[config.mk]
export PLATFORM = sky130hd
export DESIGN_NAME = prv_timer
export DESIGN_NICKNAME = d
export VERILOG_FILES = /design/src/rtl/prv_timer_pkg.sv /design/src/rtl/prv_timer_decode.sv /design/src/rtl/prv_timer_prescale.sv /design/src/rtl/prv_timer_counter.sv /design/src/rtl/prv_timer.sv
export SDC_FILE = /design/constraint.sdc
export NUM_CORES = 1
export LEC_CHECK = 0
export BUFFER_PORTS_ARGS = -buffer_cell sky130_fd_sc_hd__buf_2
export CORE_ASPECT_RATIO = 0.5
export CORE_MARGIN = 2
export CORE_UTILIZATION = 39
export CTS_CLUSTER_DIAMETER = 120
export DETAILED_ROUTE_END_ITERATION = 10
export SLEW_MARGIN = 10
export SYNTH_ARGS = -nofsm -noshare
export SYNTH_HDL_FRONTEND = slang
export SYNTH_SLANG_ARGS = --single-unit
[constraint.sdc]
create_clock -name clk -period 3.8 [get_ports clk]
set_clock_uncertainty 0.1 [all_clocks]
set_input_delay 0.76 -clock clk [delete_from_list [all_inputs] [get_ports clk]]
set_output_delay 0.76 -clock clk [all_outputs]
set_load 0.02 [all_outputs]
[src/rtl/prv_timer_pkg.sv]
`timescale 1ns/1ps
package prv_timer_pkg;
  localparam int CTL_EN_BIT  = 0;
  localparam int CTL_ARL_BIT = 1;
  localparam int CTL_PRE_LSB = 8;

  typedef enum logic [2:0] {
    RS_LOAD,
    RS_COUNT,
    RS_CTRL,
    RS_STAT,
    RS_NONE
  } rsel_e;

  typedef struct packed {
    logic load;
    logic count;
    logic ctrl;
    logic stat;
  } wstb_t;
endpackage

[src/rtl/prv_timer_decode.sv]
`timescale 1ns/1ps
module prv_timer_decode
  import prv_timer_pkg::*;
#(
  parameter int ADDR_W = 5
) (
  input  logic              bus_sel,
  input  logic              bus_wr,
  input  logic [ADDR_W-1:0] bus_addr,
  output wstb_t             wstb,
  output rsel_e             rsel,
  output logic              rd_req
);
  localparam int IDX_W = ADDR_W - 2;

  logic [IDX_W-1:0] idx;
  logic             aligned;
  logic             in_map;

  assign idx     = bus_addr[ADDR_W-1:2];
  assign aligned = (bus_addr[1:0] == 2'b00);

  // only the lowest four words are mapped
  generate
    if (IDX_W > 2) begin : g_wide
      assign in_map = aligned && (idx[IDX_W-1:2] == '0);
    end else begin : g_narrow
      assign in_map = aligned;
    end
  endgenerate

  always_comb begin
    rsel = RS_NONE;
    if (in_map) begin
      case (idx[1:0])
        2'd0:    rsel = RS_LOAD;
        2'd1:    rsel = RS_COUNT;
        2'd2:    rsel = RS_CTRL;
        default: rsel = RS_STAT;
      endcase
    end
  end

  always_comb begin
    wstb = '0;
    if (bus_sel && bus_wr) begin
      case (rsel)
        RS_LOAD:  wstb.load  = 1'b1;
        RS_COUNT: wstb.count = 1'b1;
        RS_CTRL:  wstb.ctrl  = 1'b1;
        RS_STAT:  wstb.stat  = 1'b1;
        default:  wstb       = '0;
      endcase
    end
  end

  assign rd_req = bus_sel && !bus_wr;
endmodule

[src/rtl/prv_timer_prescale.sv]
`timescale 1ns/1ps
module prv_timer_prescale #(
  parameter int PRE_W = 8
) (
  input  logic             clk,
  input  logic             rst,
  input  logic             run,
  input  logic             restart,
  input  logic [PRE_W-1:0] pre_val,
  output logic             tick
);
  logic [PRE_W-1:0] pc_q;

  // >= keeps the step period bounded when P shrinks mid-count
  assign tick = run && (pc_q >= pre_val);

  always_ff @(posedge clk) begin
    if (rst || restart || !run) begin
      pc_q <= '0;
    end else if (tick) begin
      pc_q <= '0;
    end else begin
      pc_q <= pc_q + 1'b1;
    end
  end
endmodule

[src/rtl/prv_timer_counter.sv]
`timescale 1ns/1ps
module prv_timer_counter #(
  parameter int DATA_W = 32
) (
  input  logic              clk,
  input  logic              rst,
  input  logic              load_wr,
  input  logic              cnt_wr,
  input  logic              stat_wr,
  input  logic              en_rise,
  input  logic              arl_new,
  input  logic              arl,
  input  logic              tick,
  input  logic [DATA_W-1:0] wdata,
  output logic [DATA_W-1:0] load_q,
  output logic [DATA_W-1:0] cnt_q,
  output logic              stat_q,
  output logic              cnt_ovr
);
  localparam logic [DATA_W-1:0] ONE = {{(DATA_W-1){1'b0}}, 1'b1};

  logic expire;

  assign cnt_ovr = load_wr || cnt_wr;
  // a software write to the count cancels the step in that cycle
  assign expire  = tick && (cnt_q == ONE) && !cnt_ovr;

  always_ff @(posedge clk) begin
    if (rst) begin
      load_q <= '0;
      cnt_q  <= '0;
      stat_q <= 1'b0;
    end else begin
      if (load_wr) begin
        load_q <= wdata;
      end
      if (cnt_ovr) begin
        cnt_q <= wdata;
      end else if (en_rise && (cnt_q == '0) && arl_new) begin
        cnt_q <= load_q;
      end else if (tick) begin
        if (cnt_q == ONE) begin
          cnt_q <= arl ? load_q : '0;
        end else begin
          cnt_q <= cnt_q - ONE;
        end
      end
      stat_q <= (stat_q && !(stat_wr && wdata[0])) || expire;
    end
  end
endmodule

[src/rtl/prv_timer.sv]
`timescale 1ns/1ps
module prv_timer
  import prv_timer_pkg::*;
#(
  parameter int DATA_W = 32,
  parameter int ADDR_W = 5,
  parameter int PRE_W  = 8
) (
  input  logic              clk,
  input  logic              rst,
  input  logic              bus_sel,
  input  logic              bus_wr,
  input  logic [ADDR_W-1:0] bus_addr,
  input  logic [DATA_W-1:0] bus_wdata,
  output logic [DATA_W-1:0] bus_rdata,
  output logic              irq
);
  localparam int PRE_MSB = CTL_PRE_LSB + PRE_W - 1;

  wstb_t             wstb;
  rsel_e             rsel;
  logic              rd_req;
  logic [DATA_W-1:0] ctl_q;
  logic              ctl_en;
  logic              ctl_arl;
  logic              en_rise;
  logic              run;
  logic              restart;
  logic              dec_tick;
  logic [DATA_W-1:0] load_q;
  logic [DATA_W-1:0] cnt_q;
  logic              stat_q;
  logic              cnt_ovr;

  prv_timer_decode #(.ADDR_W(ADDR_W)) u_dec (
    .bus_sel  (bus_sel),
    .bus_wr   (bus_wr),
    .bus_addr (bus_addr),
    .wstb     (wstb),
    .rsel     (rsel),
    .rd_req   (rd_req)
  );

  always_ff @(posedge clk) begin
    if (rst) begin
      ctl_q <= '0;
    end else if (wstb.ctrl) begin
      ctl_q <= bus_wdata;
    end
  end

  assign ctl_en  = ctl_q[CTL_EN_BIT];
  assign ctl_arl = ctl_q[CTL_ARL_BIT];
  assign en_rise = wstb.ctrl && !ctl_en && bus_wdata[CTL_EN_BIT];
  assign run     = ctl_en && (cnt_q != '0);
  assign restart = cnt_ovr || en_rise;

  prv_timer_prescale #(.PRE_W(PRE_W)) u_pre (
    .clk     (clk),
    .rst     (rst),
    .run     (run),
    .restart (restart),
    .pre_val (ctl_q[PRE_MSB:CTL_PRE_LSB]),
    .tick    (dec_tick)
  );

  prv_timer_counter #(.DATA_W(DATA_W)) u_cnt (
    .clk     (clk),
    .rst     (rst),
    .load_wr (wstb.load),
    .cnt_wr  (wstb.count),
    .stat_wr (wstb.stat),
    .en_rise (en_rise),
    .arl_new (bus_wdata[CTL_ARL_BIT]),
    .arl     (ctl_arl),
    .tick    (dec_tick),
    .wdata   (bus_wdata),
    .load_q  (load_q),
    .cnt_q   (cnt_q),
    .stat_q  (stat_q),
    .cnt_ovr (cnt_ovr)
  );

  always_ff @(posedge clk) begin
    if (rst) begin
      bus_rdata <= '0;
    end else if (rd_req) begin
      case (rsel)
        RS_LOAD:  bus_rdata <= load_q;
        RS_COUNT: bus_rdata <= run ? cnt_q : '0;
        RS_CTRL:  bus_rdata <= ctl_q;
        RS_STAT:  bus_rdata <= {{(DATA_W-1){1'b0}}, stat_q};
        default:  bus_rdata <= '0;
      endcase
    end
  end

  assign irq = stat_q;
endmodule

==> summary.txt, run 1 <==
Root Buffer: clkbuf_16
Vias: 6225
CTS tree: built
Combinational power share: 10.5%
Hold-critical path depth: 2
Relative slew slack: 42.39%
Max IR drop VDD: 322.4 µV
Cell Count Post-Placement: 1057
Crit Path Max Fanout: 19
Multi-input gate area: 0.003696 mm²
Placed inst area: 0.007396 mm²
GP Congestion: 0.7923
Clk buf depth: 2
Max-cap violations: 0
Crit path capture type: register
Vias in the first global route: 5879
Final Slew Violations: 0
Switching Share: 25.94%
Hold buffer count at cts: 0
CTS buffer count: 17
Die height: 97.23 µm
DP HPWL: 13640 µm
Most frequent cells in the layout: dfxtp_1 (137), nand2_1 (136), buf_2 (73), a21oi_1 (70), nor2_1 (70)
Hold endpoint: ctl_q[16]
Ys Warns: 0
Ports: 74
Largest net degree at the start of global routing: 74
Setup bufs post-CTS: 0
Routed WL per cell: 18.74 µm
Grt ovf: 0
Synthesized instance count: 788
DR pass1 iterations: 5
Max Clock Freq: 338.3 MHz
Finished layout cell area: 0.007970 mm²
H-tree Lvls: 4
Register area: 0.002743 mm²
Starting Density: 39.44%
Switching pwr: 889.1 µW
Unrepaired setup endpoints after global routing: false
Layout cells sized above 1: 19.42%
Fillcell total: 1692
R2R Path End: u_cnt.cnt_q[17]
Number of distinct library cells after synthesis: 57
Flops & latches, synth: 137
Crit path time final: 2.956 ns
CP startpoint kind: register
Sequential area share after synthesis: 40.46%
Netlist Area Pre-Place: 0.006779 mm²
Final Net Count: 895
Post-synth ARST share: 0%
Place WS: 0.5229 ns
Post-route insts no fill: 1089
Setup TNS: 0 ns
Worst Max-Slew Pin Slew: 0.8642 ns
Worst reg2reg path depth: 7
DRT iter0 DRCs: 464
DRC errors left: 0
First-pass GRT wire length: 33090 µm
Crit path kind: register to register
Leak: 0.002917 µW
Syn Nets: 841
Hold WC Path Type: register to register
Reg2reg start: u_cnt.cnt_q[24]
Post-route ant nets: 0
Worst R2R Setup Slack: 0.84 ns
Post-CTS sizing: 0
Post-synth EDFFs: 0
Setup ws final: 0.8444 ns
PwrDens: 430.0 mW/mm²
Clk pwr share: 46.9%
Clock slew at reported path FFs: 0.06 ns
Most common cell after layout, fill and taps aside: dfxtp_1
Final setup fails: 0
Hold violation count in the final report: 0
Initial antenna violation count: 0
Area delta synth->final: 17.57%
Pwr Total: 3427 µW
Antenna cells: 0
Internal power: 2538 µW
CP required: 4.00 ns
IO buf count: 73
Reg power frac: 42.6%
Critical Path AT: 3.16 ns
Vias per cell: 5.716
Die area: 0.01852 mm²
Post-synth top flop: dfxtp_1
Synthesized area per cell: 8.603 µm²
CTS Sinks: 137
Core Area: 0.01719 mm²
Status: finished, final reports clean
Clk_lat worst skew: 0.42 ns
Final period util: 77.78%
Min-delay src: ctl_q[16]
Die width: 190.5 µm
Cell row count: 34
Total track usage: 22.68%
Detailed Route WL: 20410 µm
==> worst max-delay path, stage by stage, from the launching register on <==
cell and delay, ns:
dfxtp_1 0.40, nor4_2 0.60, nand4b_4 0.27, o41ai_2 0.33, nor3_1 0.21, o21a_1 0.39, buf_4 0.29, a32o_1 0.25
==> per-layer routing <==
layer | global-route usage (%) | part of all wire (%) | vias to the layer above | wire [µm]
met5 | 0 | 0 | - | 0
met4 | 6.261 | 1.1 | 0 | 215
met3 | 4.045 | 6.4 | 22 | 1315
met2 | 34.57 | 44 | 202 | 8935
met1 | 32.76 | 49 | 2995 | 9940
li1 | - | - | 3006 | -
==> state kept, by name (all words and copies together) (netlist names) <==
signal	cells
u_cnt.cnt_q	32
bus_rdata	32
u_cnt.stat_q	1
u_pre.pc_q	8
ctl_q	32
u_cnt.load_q	32
==> worst max-delay path by stage <==
| stage | end | startpoint | slack [ns] | cells after the start |
|---|---|---|---|---|
| CTS | u_cnt.cnt_q[17] | u_cnt.cnt_q[24] | 0.85 | 7 |
| global route | u_cnt.cnt_q[17] | u_cnt.cnt_q[24] | 0.60 | 7 |
| finish | u_cnt.cnt_q[17] | u_cnt.cnt_q[24] | 0.84 | 7 |
| detailed placement | u_cnt.cnt_q[17] | bus_addr[4] | 0.52 | 8 |
| floorplan | u_cnt.cnt_q[17] | bus_addr[4] | 0.90 | 7 |
| global placement | u_cnt.cnt_q[16] | bus_addr[4] | 0.60 | 8 |
==> synthesized netlist by cell type (5+ instances only) <==
cell      count  area (µm²)
nand3_1       9       45.04
ha_1         12       150.1
nor3_1       15       75.07
a32o_1       21       210.2
o21ai_0       5       25.02
or3_1        27       168.9
nor4_1       12       75.07
clkbuf_1     50       187.7
a22oi_1      33       247.7
xnor2_1       9       78.83
buf_2         7       35.03
dfxtp_1     137        2743
a221o_1      48       480.5
nor2_1       74       277.8
a22o_1        8       70.07
inv_1        17       63.81
a21oi_1      71       355.3
nand2_1     136       510.5
a221oi_2      8       120.1
xor2_1       25       219.0
==> power by group through the flow <==
stage	Sequential, µW	Combinational [µW]	Clock, µW
floorplan	1480	263	0
global placement	1490	351	0
detailed placement	1490	356	0
CTS	1460	359	1630
global route	1460	399	1700
finish	1460	360	1610
==> kinds of logic after synthesis <==
group,after synthesis,synth area share (%)
muxes,1,0.1661
and+or+nand+nor,307,21.82
DFF,137,40.46
AOI/OAI and AO/OA,214,25.47
xor gates and xnor gates,34,4.393
adders and majority gates,12,2.215
buffers and inverters,83,5.481
==> per-stage QoR <==
step | hold WS, ns | util [%]
after floorplan | 0.3360 | -
after global placement | 0.3408 | 43.03
after detailed placement | 0.3462 | 43.03
after CTS | 0.3551 | 46.37
after global routing | 0.3767 | 46.37
final | 0.3534 | 46.37
==> final cells by class <==
class	count	area share [%]
Clock buffer	19	5.683
Clock inverter	13	1.523
Inverter	17	0.8006
Multi-Input combinational cell	568	46.37
Sequential cell	137	34.41
Tap cell	234	3.673
Timing Repair Buffer	101	7.535
Note: power is estimated with default switching activity, not from simulation.
==> inputs of run 2 (changes only) <==
- clock period: 3.8 -> 3.1 ns (I/O delays scaled with it)
==> run 2 against run 1 <==
  * Register-to-register slack worse by 0.54 ns
  * Cell area rose by 1.9%
  * Die area stayed put
  * Sequential power is 23% higher
  * Critical path type unchanged
  * Critical endpoint is now u_cnt.cnt_q[25]
  * Largest cell class unchanged
  * Largest power group unchanged
==> summary.txt, run 2 (synthesis results as in run 1) <==
Setup bufs post-CTS: 0
Max-cap violations: 0
Place WS: 0.2439 ns
Setup ws final: 0.3059 ns
CTS Sinks: 137
Final period util: 90.13%
Post-CTS sizing: 0
H-tree Lvls: 4
Crit path time final: 2.794 ns
Relative slew slack: 50.37%
Final Net Count: 905
DRC errors left: 0
Largest net degree at the start of global routing: 46
Area delta synth->final: 19.77%
CP required: 3.31 ns
Die width: 190.5 µm
PwrDens: 549.7 mW/mm²
Max IR drop VDD: 436.2 µV
Vias in the first global route: 6080
Setup TNS: 0 ns
GP Congestion: 0.7898
IO buf count: 73
Hold buffer count at cts: 0
Hold-critical path depth: 2
Worst reg2reg path depth: 7
Die area: 0.01852 mm²
Vias: 6263
Max Clock Freq: 357.9 MHz
Most frequent cells in the layout: dfxtp_1 (137), nand2_1 (136), buf_2 (73), a21oi_1 (70), nor2_1 (70)
CP startpoint kind: register
CTS buffer count: 17
Grt ovf: 0
CTS tree: built
Vias per cell: 5.699
Worst Max-Slew Pin Slew: 0.7388 ns
Root Buffer: clkbuf_16
DR WL met3: 1346 µm
Antenna cells: 0
Clk buf depth: 2
Die height: 97.23 µm
Final Slew Violations: 0
Hold violation count in the final report: 0
Final setup fails: 0
Crit path capture type: register
Unrepaired setup endpoints after global routing: false
Clk_lat worst skew: 0.42 ns
DP HPWL: 13850 µm
Clock slew at reported path FFs: 0.06 ns
Met2 WL post-DR: 9511 µm
DRT iter0 DRCs: 497
Hold WC Path Type: register to register
Cell row count: 34
Post-route ant nets: 0
Top routing layer in use: met4
Crit Path Max Fanout: 10
Leak: 0.003009 µW
Status: finished, final reports clean
DR pass1 iterations: 6
Critical Path AT: 3.01 ns
Crit path kind: register to register
Detailed Route WL: 21130 µm
Ports: 74
Most common cell after layout, fill and taps aside: dfxtp_1
Starting Density: 39.44%
Layout cells sized above 1: 20.12%
Total track usage: 23.42%
Routed WL per cell: 19.23 µm
Initial antenna violation count: 0
M1 WL: 9913 µm
Core Area: 0.01719 mm²
First-pass GRT wire length: 33980 µm
run 2: final cells by class:
type	count	area [µm²]
Multi-Input combinational cell	568	3696
Timing Repair Buffer	111	688.2
Fill cell	1664	9067
Sequential cell	137	2743
Clock inverter	12	188.9
Inverter	17	63.81
Tap cell	234	292.8
Clock buffer	20	446.7
run 2: final timing paths:
kind	start	endpoint	slack, ns
max	u_cnt.cnt_q[3]	u_cnt.cnt_q[25]	0.31
max reg2reg	u_cnt.cnt_q[3]	u_cnt.cnt_q[25]	0.31
min reg2reg	ctl_q[23]	ctl_q[23]	0.35
min	ctl_q[23]	ctl_q[23]	0.35
run 2: worst max-delay path, cell delays in order (launching register included):
cell     delay (ns)
dfxtp_1        0.38
nor3_1         0.51
nand3_1        0.37
buf_4          0.29
nor4_1         0.35
xor2_1         0.14
a221o_1        0.32
a32o_1         0.24
run 2: report_power, final:
part / leakage (µW) / internal, µW / switching (µW)
clock: 0.000300 / 1380 / 831
sequential: 0.00110 / 1770 / 16.1
combinational: 0.00161 / 198 / 262
total: 0.00301 / 3350 / 1110
run 2: through the flow:
step | hold WS, ns | util [%] | area [µm²] | power (µW) | instances
after floorplan | 0.3360 | - | 6779 | 2142 | 788
after global placement | 0.3408 | 43.54 | 7483 | 2271 | 1067
after detailed placement | 0.3479 | 43.54 | 7483 | 2278 | 1067
after CTS | 0.3442 | 47.24 | 8119 | 4473 | 1099
after global routing | 0.3625 | 47.24 | 8119 | 4612 | 1099
final | 0.3547 | 47.24 | 8119 | 4463 | 1099
run 2: layer usage:
metal	vias up	track usage (%)
met5	-	0
met4	0	6.977
met3	30	3.648
met2	210	38.01
met1	3020	32.11
li1	3003	-
